**config.mk**
```make
export PLATFORM = sky130hd
export DESIGN_NAME = lpm_l1_responder
export DESIGN_NICKNAME = d
export VERILOG_FILES = /design/src/rtl/lpm_l1_pkg.sv /design/src/rtl/lpm_l1_datapath.sv /design/src/rtl/lpm_l1_ctrl.sv /design/src/rtl/lpm_l1_responder.sv
export SDC_FILE = /design/constraint.sdc
export NUM_CORES = 1
export LEC_CHECK = 0
export BUFFER_PORTS_ARGS = -buffer_cell sky130_fd_sc_hd__buf_2
export CORE_MARGIN = 2
export CORE_UTILIZATION = 45
export CTS_BUF_LIST = sky130_fd_sc_hd__clkbuf_8
export CTS_CLUSTER_SIZE = 20
export DETAILED_ROUTE_END_ITERATION = 8
export PLACE_DENSITY = 0.77
export SYNTH_ARGS = -nofsm -noshare
export SYNTH_HDL_FRONTEND = slang
export SYNTH_HIERARCHICAL = 1
export SYNTH_SLANG_ARGS = --single-unit
```
**constraint.sdc**
```tcl
create_clock -name clk -period 2.6 [get_ports clk]
set_clock_uncertainty 0.05 [all_clocks]
set_input_delay 0.26 -clock clk [delete_from_list [all_inputs] [get_ports clk]]
set_output_delay 0.26 -clock clk [all_outputs]
set_load 0.05 [all_outputs]
```
**src/rtl/lpm_l1_pkg.sv**
```systemverilog
package lpm_l1_pkg;

  typedef enum logic [1:0] {
    HS_NONE   = 2'd0,
    HS_ACK    = 2'd1,
    HS_NYET   = 2'd2,
    HS_REJECT = 2'd3
  } hs_code_e;

  typedef enum logic [1:0] {
    ST_ACTIVE = 2'd0,
    ST_SLEEP  = 2'd1,
    ST_WAKE   = 2'd2
  } link_state_e;

  // Strobes from control to datapath
  typedef struct packed {
    logic startResume;
    logic runResume;
  } ctrl_strobe_t;

endpackage

```
**src/rtl/lpm_l1_datapath.sv**
```systemverilog
module lpm_l1_datapath
  import lpm_l1_pkg::*;
#(
  parameter int HIRD_W        = 4,
  parameter int BASE_US       = 50,
  parameter int STEP_US       = 75,
  parameter int US_W          = 11,
  parameter int RESUME_CYCLES = 16
) (
  input  logic              clk,
  input  logic              rstN,
  input  ctrl_strobe_t      strobe,
  input  logic [HIRD_W-1:0] hirdCode,
  input  logic [US_W-1:0]   hirdLimitUs,
  output logic              hirdTooLong,
  output logic              resumeDone
);

  localparam int CNT_W = (RESUME_CYCLES > 1) ? $clog2(RESUME_CYCLES) : 1;

  logic [US_W-1:0]  hirdUs;
  logic [CNT_W-1:0] resumeCnt;

  // Resume duration in microseconds: base plus one step per code
  always_comb begin
    hirdUs      = US_W'(BASE_US + STEP_US * int'(hirdCode));
    hirdTooLong = hirdUs > hirdLimitUs;
  end

  always_ff @(posedge clk or negedge rstN) begin
    if (!rstN) begin
      resumeCnt <= '0;
    end else if (strobe.startResume) begin
      resumeCnt <= CNT_W'(RESUME_CYCLES - 1);
    end else if (strobe.runResume && resumeCnt != '0) begin
      resumeCnt <= resumeCnt - 1'b1;
    end
  end

  assign resumeDone = (resumeCnt == '0);

endmodule

```
**src/rtl/lpm_l1_ctrl.sv**
```systemverilog
module lpm_l1_ctrl
  import lpm_l1_pkg::*;
(
  input  logic         clk,
  input  logic         rstN,
  input  logic         busReset,
  input  logic         l1ReqValid,
  input  logic         devBusy,
  input  logic         rwEnable,
  input  logic         hostResume,
  input  logic         hirdTooLong,
  input  logic         resumeDone,
  output ctrl_strobe_t strobe,
  output logic         hsValid,
  output logic [1:0]   hsCode,
  output logic         inL1,
  output logic         wakeReq
);

  link_state_e state, stateNext;
  hs_code_e    hsNext;

  always_comb begin
    stateNext          = state;
    hsNext             = HS_NONE;
    strobe.startResume = 1'b0;
    strobe.runResume   = 1'b0;
    if (busReset) begin
      stateNext = ST_ACTIVE;
    end else begin
      unique case (state)
        ST_ACTIVE: begin
          if (l1ReqValid) begin
            if (devBusy) begin
              hsNext = HS_NYET;
            end else if (hirdTooLong) begin
              hsNext = HS_REJECT;
            end else begin
              hsNext    = HS_ACK;
              stateNext = ST_SLEEP;
            end
          end
        end
        ST_SLEEP: begin
          // host resume outranks a device-initiated exit
          if (hostResume) begin
            stateNext = ST_ACTIVE;
          end else if (devBusy && rwEnable) begin
            stateNext          = ST_WAKE;
            strobe.startResume = 1'b1;
          end
        end
        ST_WAKE: begin
          strobe.runResume = 1'b1;
          if (resumeDone) stateNext = ST_ACTIVE;
        end
        default: stateNext = ST_ACTIVE;
      endcase
    end
  end

  always_ff @(posedge clk or negedge rstN) begin
    if (!rstN) begin
      state   <= ST_ACTIVE;
      hsValid <= 1'b0;
      hsCode  <= HS_NONE;
    end else begin
      state   <= stateNext;
      hsValid <= (hsNext != HS_NONE);
      hsCode  <= hsNext;
    end
  end

  assign inL1    = (state == ST_SLEEP);
  assign wakeReq = (state == ST_WAKE);

endmodule

```
**src/rtl/lpm_l1_responder.sv**
```systemverilog
module lpm_l1_responder
  import lpm_l1_pkg::*;
#(
  parameter int HIRD_W        = 4,
  parameter int BASE_US       = 50,
  parameter int STEP_US       = 75,
  parameter int RESUME_CYCLES = 16,
  parameter int US_W          = $clog2(BASE_US + STEP_US * ((1 << HIRD_W) - 1) + 1)
) (
  input  logic              clk,
  input  logic              rstN,
  input  logic              busReset,
  input  logic              l1ReqValid,
  input  logic [HIRD_W-1:0] l1Hird,
  input  logic              devBusy,
  input  logic              rwEnable,
  input  logic              hostResume,
  input  logic [US_W-1:0]   hirdLimitUs,
  output logic              hsValid,
  output logic [1:0]        hsCode,
  output logic              inL1,
  output logic              wakeReq
);

  ctrl_strobe_t strobe;
  logic         hirdTooLong;
  logic         resumeDone;

  lpm_l1_datapath #(
    .HIRD_W       (HIRD_W),
    .BASE_US      (BASE_US),
    .STEP_US      (STEP_US),
    .US_W         (US_W),
    .RESUME_CYCLES(RESUME_CYCLES)
  ) u_dp (
    .clk         (clk),
    .rstN        (rstN),
    .strobe      (strobe),
    .hirdCode    (l1Hird),
    .hirdLimitUs (hirdLimitUs),
    .hirdTooLong (hirdTooLong),
    .resumeDone  (resumeDone)
  );

  lpm_l1_ctrl u_ctrl (
    .clk         (clk),
    .rstN        (rstN),
    .busReset    (busReset),
    .l1ReqValid  (l1ReqValid),
    .devBusy     (devBusy),
    .rwEnable    (rwEnable),
    .hostResume  (hostResume),
    .hirdTooLong (hirdTooLong),
    .resumeDone  (resumeDone),
    .strobe      (strobe),
    .hsValid     (hsValid),
    .hsCode      (hsCode),
    .inL1        (inL1),
    .wakeReq     (wakeReq)
  );

endmodule

```
==> impl_metrics.xml <==
<?xml version="1.0" encoding="UTF-8"?>
<metrics>
  <group name="outcome">
    <metric name="outcome" unit="">finished with violations</metric>
    <metric name="violated_checks" unit="">negative setup slack</metric>
  </group>
  <group name="min_path">
    <metric name="timing.hold.worst.class" unit="">in2reg</metric>
    <metric name="min-delay-start" unit="">devBusy</metric>
  </group>
  <group name="setup_path">
    <metric name="critPathArrivalTime" unit="ns">3.29</metric>
    <metric name="worstSetupStartpoint" unit="">l1Hird[2]</metric>
    <metric name="worst_setup_path_start_kind" unit="">input pin</metric>
    <metric name="critPathCaptureType" unit="">register</metric>
    <metric name="setup.worst_path.class" unit="">in2reg</metric>
    <metric name="timing.critical_path.slowest_cell_delay" unit="ns">0.56</metric>
    <metric name="timing.critical_path.slowest_stage_cell" unit="">sky130_fd_sc_hd__fa_2</metric>
    <metric name="worst_r2r_startpoint" unit="">u_dp/resumeCnt[0]</metric>
    <metric name="timing.critical_path.required" unit="ns">2.67</metric>
    <metric name="critical_path_peak_fanout" unit="">4</metric>
    <metric name="cpMostUsedCell" unit="">sky130_fd_sc_hd__ha_4</metric>
    <metric name="path_cells" unit="">buf_12 &gt; inv_12 &gt; ha_4 &gt; inv_2 &gt; fa_2 &gt; ha_4 &gt; a21o_1 &gt; a221o_1 &gt; or4_1 &gt; nand3_2 &gt; ha_4 &gt; nand2_2 &gt; nor2_1 &gt; o31ai_1 &gt; a22oi_1 &gt; nor2_1 &gt; a21o_1</metric>
  </group>
  <group name="synth">
    <metric name="synth_top_area_frac" unit="">0.3017</metric>
    <metric name="synth.yosys.warnings" unit="">6</metric>
    <metric name="postSynthNetCount" unit="">185</metric>
    <metric name="synth_sequential_area_ratio" unit="">0.1940</metric>
    <metric name="postSynthRegisterBits" unit="">9</metric>
    <metric name="postSynthAreaPerCell" unit="µm²">8.796</metric>
    <metric name="cell_type_with_the_highest_aggregate_area_in_the_netlist" unit="">sky130_fd_sc_hd__ha_1</metric>
    <metric name="ys_dominant_reg_cell" unit="">sky130_fd_sc_hd__dfrtp_1</metric>
    <metric name="synth_top_area_cells" unit="">sky130_fd_sc_hd__ha_1 30%, sky130_fd_sc_hd__dfrtp_1 19%, sky130_fd_sc_hd__inv_1 7.8%, sky130_fd_sc_hd__fa_1 5.2%, sky130_fd_sc_hd__xnor2_1 3.8%</metric>
    <metric name="synth_enable_flop_cells" unit="">0</metric>
    <metric name="synthArstFlopShare" unit="">1.000</metric>
    <metric name="synth.distinct_cells" unit="">37</metric>
    <metric name="synthesis.area" unit="µm²">1161</metric>
    <metric name="syn-instance-count" unit="">132</metric>
  </group>
  <group name="timing">
    <metric name="min_period_over_period" unit="">1.240</metric>
    <metric name="finalHoldWorstSlack" unit="ns">0.1753</metric>
    <metric name="layout_min_cycle_time" unit="ns">3.224</metric>
    <metric name="setup-violations-final" unit="">2</metric>
    <metric name="timing_worst_slew_pin_value" unit="ns">0.5495</metric>
    <metric name="report.final.slew_viol_count" unit="">0</metric>
    <metric name="fmaxAchievable" unit="MHz">310.1</metric>
    <metric name="timing.slew.headroom" unit="">0.6242</metric>
    <metric name="setup_ws" unit="ns">-0.6243</metric>
    <metric name="grt_setup_unrepaired" unit="">true</metric>
    <metric name="finalHoldViolations" unit="">0</metric>
  </group>
  <group name="layout">
    <metric name="seq_area" unit="µm²">225.2</metric>
    <metric name="final_cell_mix" unit="">24 x sky130_fd_sc_hd__buf_2, 23 x sky130_fd_sc_hd__buf_4, 22 x sky130_fd_sc_hd__inv_1</metric>
    <metric name="final_net_count" unit="">240</metric>
    <metric name="mostFrequentLayoutCell" unit="">sky130_fd_sc_hd__buf_2</metric>
    <metric name="num_antenna_cells" unit="">0</metric>
    <metric name="area_growth_syn_to_layout" unit="%">45.90</metric>
    <metric name="final-instance-count-excl-fill" unit="">216</metric>
    <metric name="layout.filler_cells" unit="">194</metric>
    <metric name="multi_input_comb_area" unit="µm²">939.7</metric>
    <metric name="fin_util" unit="">0.6901</metric>
    <metric name="fraction_of_layout_cells_with_a_size_suffix_above_1" unit="">0.3978</metric>
    <metric name="final_area" unit="µm²">1694</metric>
  </group>
  <group name="detailed_routing">
    <metric name="route.antenna.remaining_nets" unit="">0</metric>
    <metric name="drc" unit="">0</metric>
    <metric name="post_drt_wl_per_cell" unit="µm">13.06</metric>
    <metric name="wl" unit="µm">2821</metric>
    <metric name="vias" unit="">1131</metric>
    <metric name="drt_pre_antenna_iters" unit="">4</metric>
    <metric name="route.detailed.vias_per_inst" unit="">5.236</metric>
    <metric name="drt-initial-drc-count" unit="">16</metric>
  </group>
  <group name="floorplanning">
    <metric name="coreArea" unit="µm²">2455</metric>
    <metric name="starting_utilization_of_the_core_area" unit="">0.4730</metric>
    <metric name="row_count" unit="">18</metric>
    <metric name="die_height" unit="µm">54.80</metric>
    <metric name="chipWidth" unit="µm">54.80</metric>
    <metric name="total_die_area" unit="µm²">3002</metric>
    <metric name="io_pins" unit="">27</metric>
  </group>
  <group name="global_route">
    <metric name="grt_antenna_before_repair" unit="">0</metric>
    <metric name="grt_pass1_wl" unit="µm">4367</metric>
    <metric name="grt.overflow.total" unit="">0</metric>
    <metric name="maximum_number_of_pins_on_one_net_before_global_route_repair" unit="">10</metric>
    <metric name="grt_pass1_vias" unit="">1175</metric>
    <metric name="global_route.usage.total" unit="">0.2005</metric>
  </group>
  <group name="clock_tree">
    <metric name="cts_inserted_buffers" unit="">3</metric>
    <metric name="cts-root-buf" unit="">sky130_fd_sc_hd__clkbuf_8</metric>
    <metric name="clock-sinks" unit="">9</metric>
    <metric name="cts.path.max_buffers" unit="">2</metric>
    <metric name="htree_levels" unit="">1</metric>
    <metric name="clk_transition_reported_paths" unit="ns">0.05</metric>
    <metric name="cts_tree" unit="">done</metric>
    <metric name="clk-insertion-delay-late" unit="ns">0.23</metric>
  </group>
  <group name="place">
    <metric name="place.detailed.instances" unit="">209</metric>
    <metric name="place.gp.congestion" unit="">0.8092</metric>
    <metric name="io_buffer_count" unit="">26</metric>
    <metric name="post-place-ws" unit="ns">-1.062</metric>
    <metric name="placement.cell_area" unit="µm²">1526</metric>
    <metric name="dp_hpwl" unit="µm">2249</metric>
  </group>
  <group name="flow_run">
    <metric name="max_cap_viol_count" unit="">0</metric>
  </group>
  <group name="power">
    <metric name="vdd_drop_max" unit="V">0.0005018</metric>
    <metric name="leakage" unit="µW">0.0009439</metric>
    <metric name="power.density_cell_area" unit="nW/µm²">482.0</metric>
  </group>
</metrics>
registers in the layout, indices dropped and copies added (netlist names):
name            count
u_ctrl/state        2
u_dp/resumeCnt      4
u_ctrl/hsValid      1
u_ctrl/hsCode       2
Yosys cell counts (2+ instances only):
library cell / n
sky130_fd_sc_hd__nor3_1: 2
sky130_fd_sc_hd__o21ai_0: 2
sky130_fd_sc_hd__fa_1: 3
sky130_fd_sc_hd__a21o_1: 4
sky130_fd_sc_hd__a21oi_1: 4
sky130_fd_sc_hd__dfrtp_1: 9
sky130_fd_sc_hd__a211oi_1: 2
sky130_fd_sc_hd__and3_1: 3
sky130_fd_sc_hd__ha_1: 28
sky130_fd_sc_hd__a31oi_1: 3
sky130_fd_sc_hd__xnor2_1: 5
sky130_fd_sc_hd__nand2b_1: 2
sky130_fd_sc_hd__nand3_1: 3
sky130_fd_sc_hd__nor2_1: 8
sky130_fd_sc_hd__xor2_1: 3
sky130_fd_sc_hd__nand2_1: 5
sky130_fd_sc_hd__nor2b_1: 2
sky130_fd_sc_hd__inv_1: 24
sky130_fd_sc_hd__nand4_1: 2
power breakdown:
group          total (µW)  switching (µW)  internal [µW]  leakage, µW
clock                 160            55.5            104    0.0000255
sequential            186            19.7            167     0.000116
combinational         470             232            238     0.000803
total                 817             307            509     0.000944
area by class of cell:
cell class | count | area share
timing repair buffer | 50 | 0.1972
multi-input combinational | 97 | 0.5547
sequential | 9 | 0.1329
clock buffer | 3 | 0.02437
clock inverter | 1 | 0.002954
tap | 30 | 0.02216
inverter | 26 | 0.06573
metal layers:
| metal | track usage | vias up | routed length [µm] |
|---|---|---|---|
| met4 | 0.09167 | 0 | 107 |
| met3 | 0.01913 | 8 | 101 |
| met1 | 0.1924 | 532 | 990 |
| met2 | 0.4127 | 27 | 1622 |
| met5 | 0 | - | 0 |
| li1 | - | 564 | - |
critical path: cells and delay by family:
family / cells / cell delay, ns
simple gates: 5 / 0.80
fa+ha+maj: 4 / 1.16
buf+inv: 3 / 0.16
compound gates: 5 / 0.92
what timing repair did:
action | CTS | global route
endpoints found under the hold margin | 9 | 0
gates resized for setup | 9 | 9
pin swaps | 9 | 4
hold buffers | 1 | 0
setup buffers | 2 | 0
gates cloned | 0 | 0
setup endpoints to repair | 2 | 2
logic make-up after synthesis:
logic type / after synthesis / synth area share
xor gates and xnor gates: 8 / 0.06035
buffers and inverters: 26 / 0.08513
DFF: 9 / 0.1940
and+or+nand+nor: 36 / 0.1757
AOI/OAI and AO/OA: 22 / 0.1315
adders and majority gates: 31 / 0.3535
worst paths after layout:
kind | to | slack, ns | depth (start not counted)
worst max register to register | u_dp/resumeCnt[1] | 0.92 | 6
max in group asynchronous | u_dp/resumeCnt[2] | 1.96 | 2
worst min register to register | u_dp/resumeCnt[1] | 0.46 | 1
worst min-delay path | u_ctrl/hsCode[0] | 0.18 | 2
worst max-delay path | u_ctrl/state[0] | -0.62 | 17
min in group asynchronous | u_ctrl/hsCode[0] | 0.36 | 2
per-stage QoR:
| stage | TNS, ns | total power (µW) |
|---|---|---|
| after floorplan | -1.287 | 457.9 |
| after global placement | -1.902 | 575.3 |
| after detailed placement | -2.103 | 603.6 |
| after CTS | -1.314 | 787.1 |
| after global routing | -1.504 | 884.6 |
| final | -1.215 | 816.5 |
(Power assumes the default switching activity.)
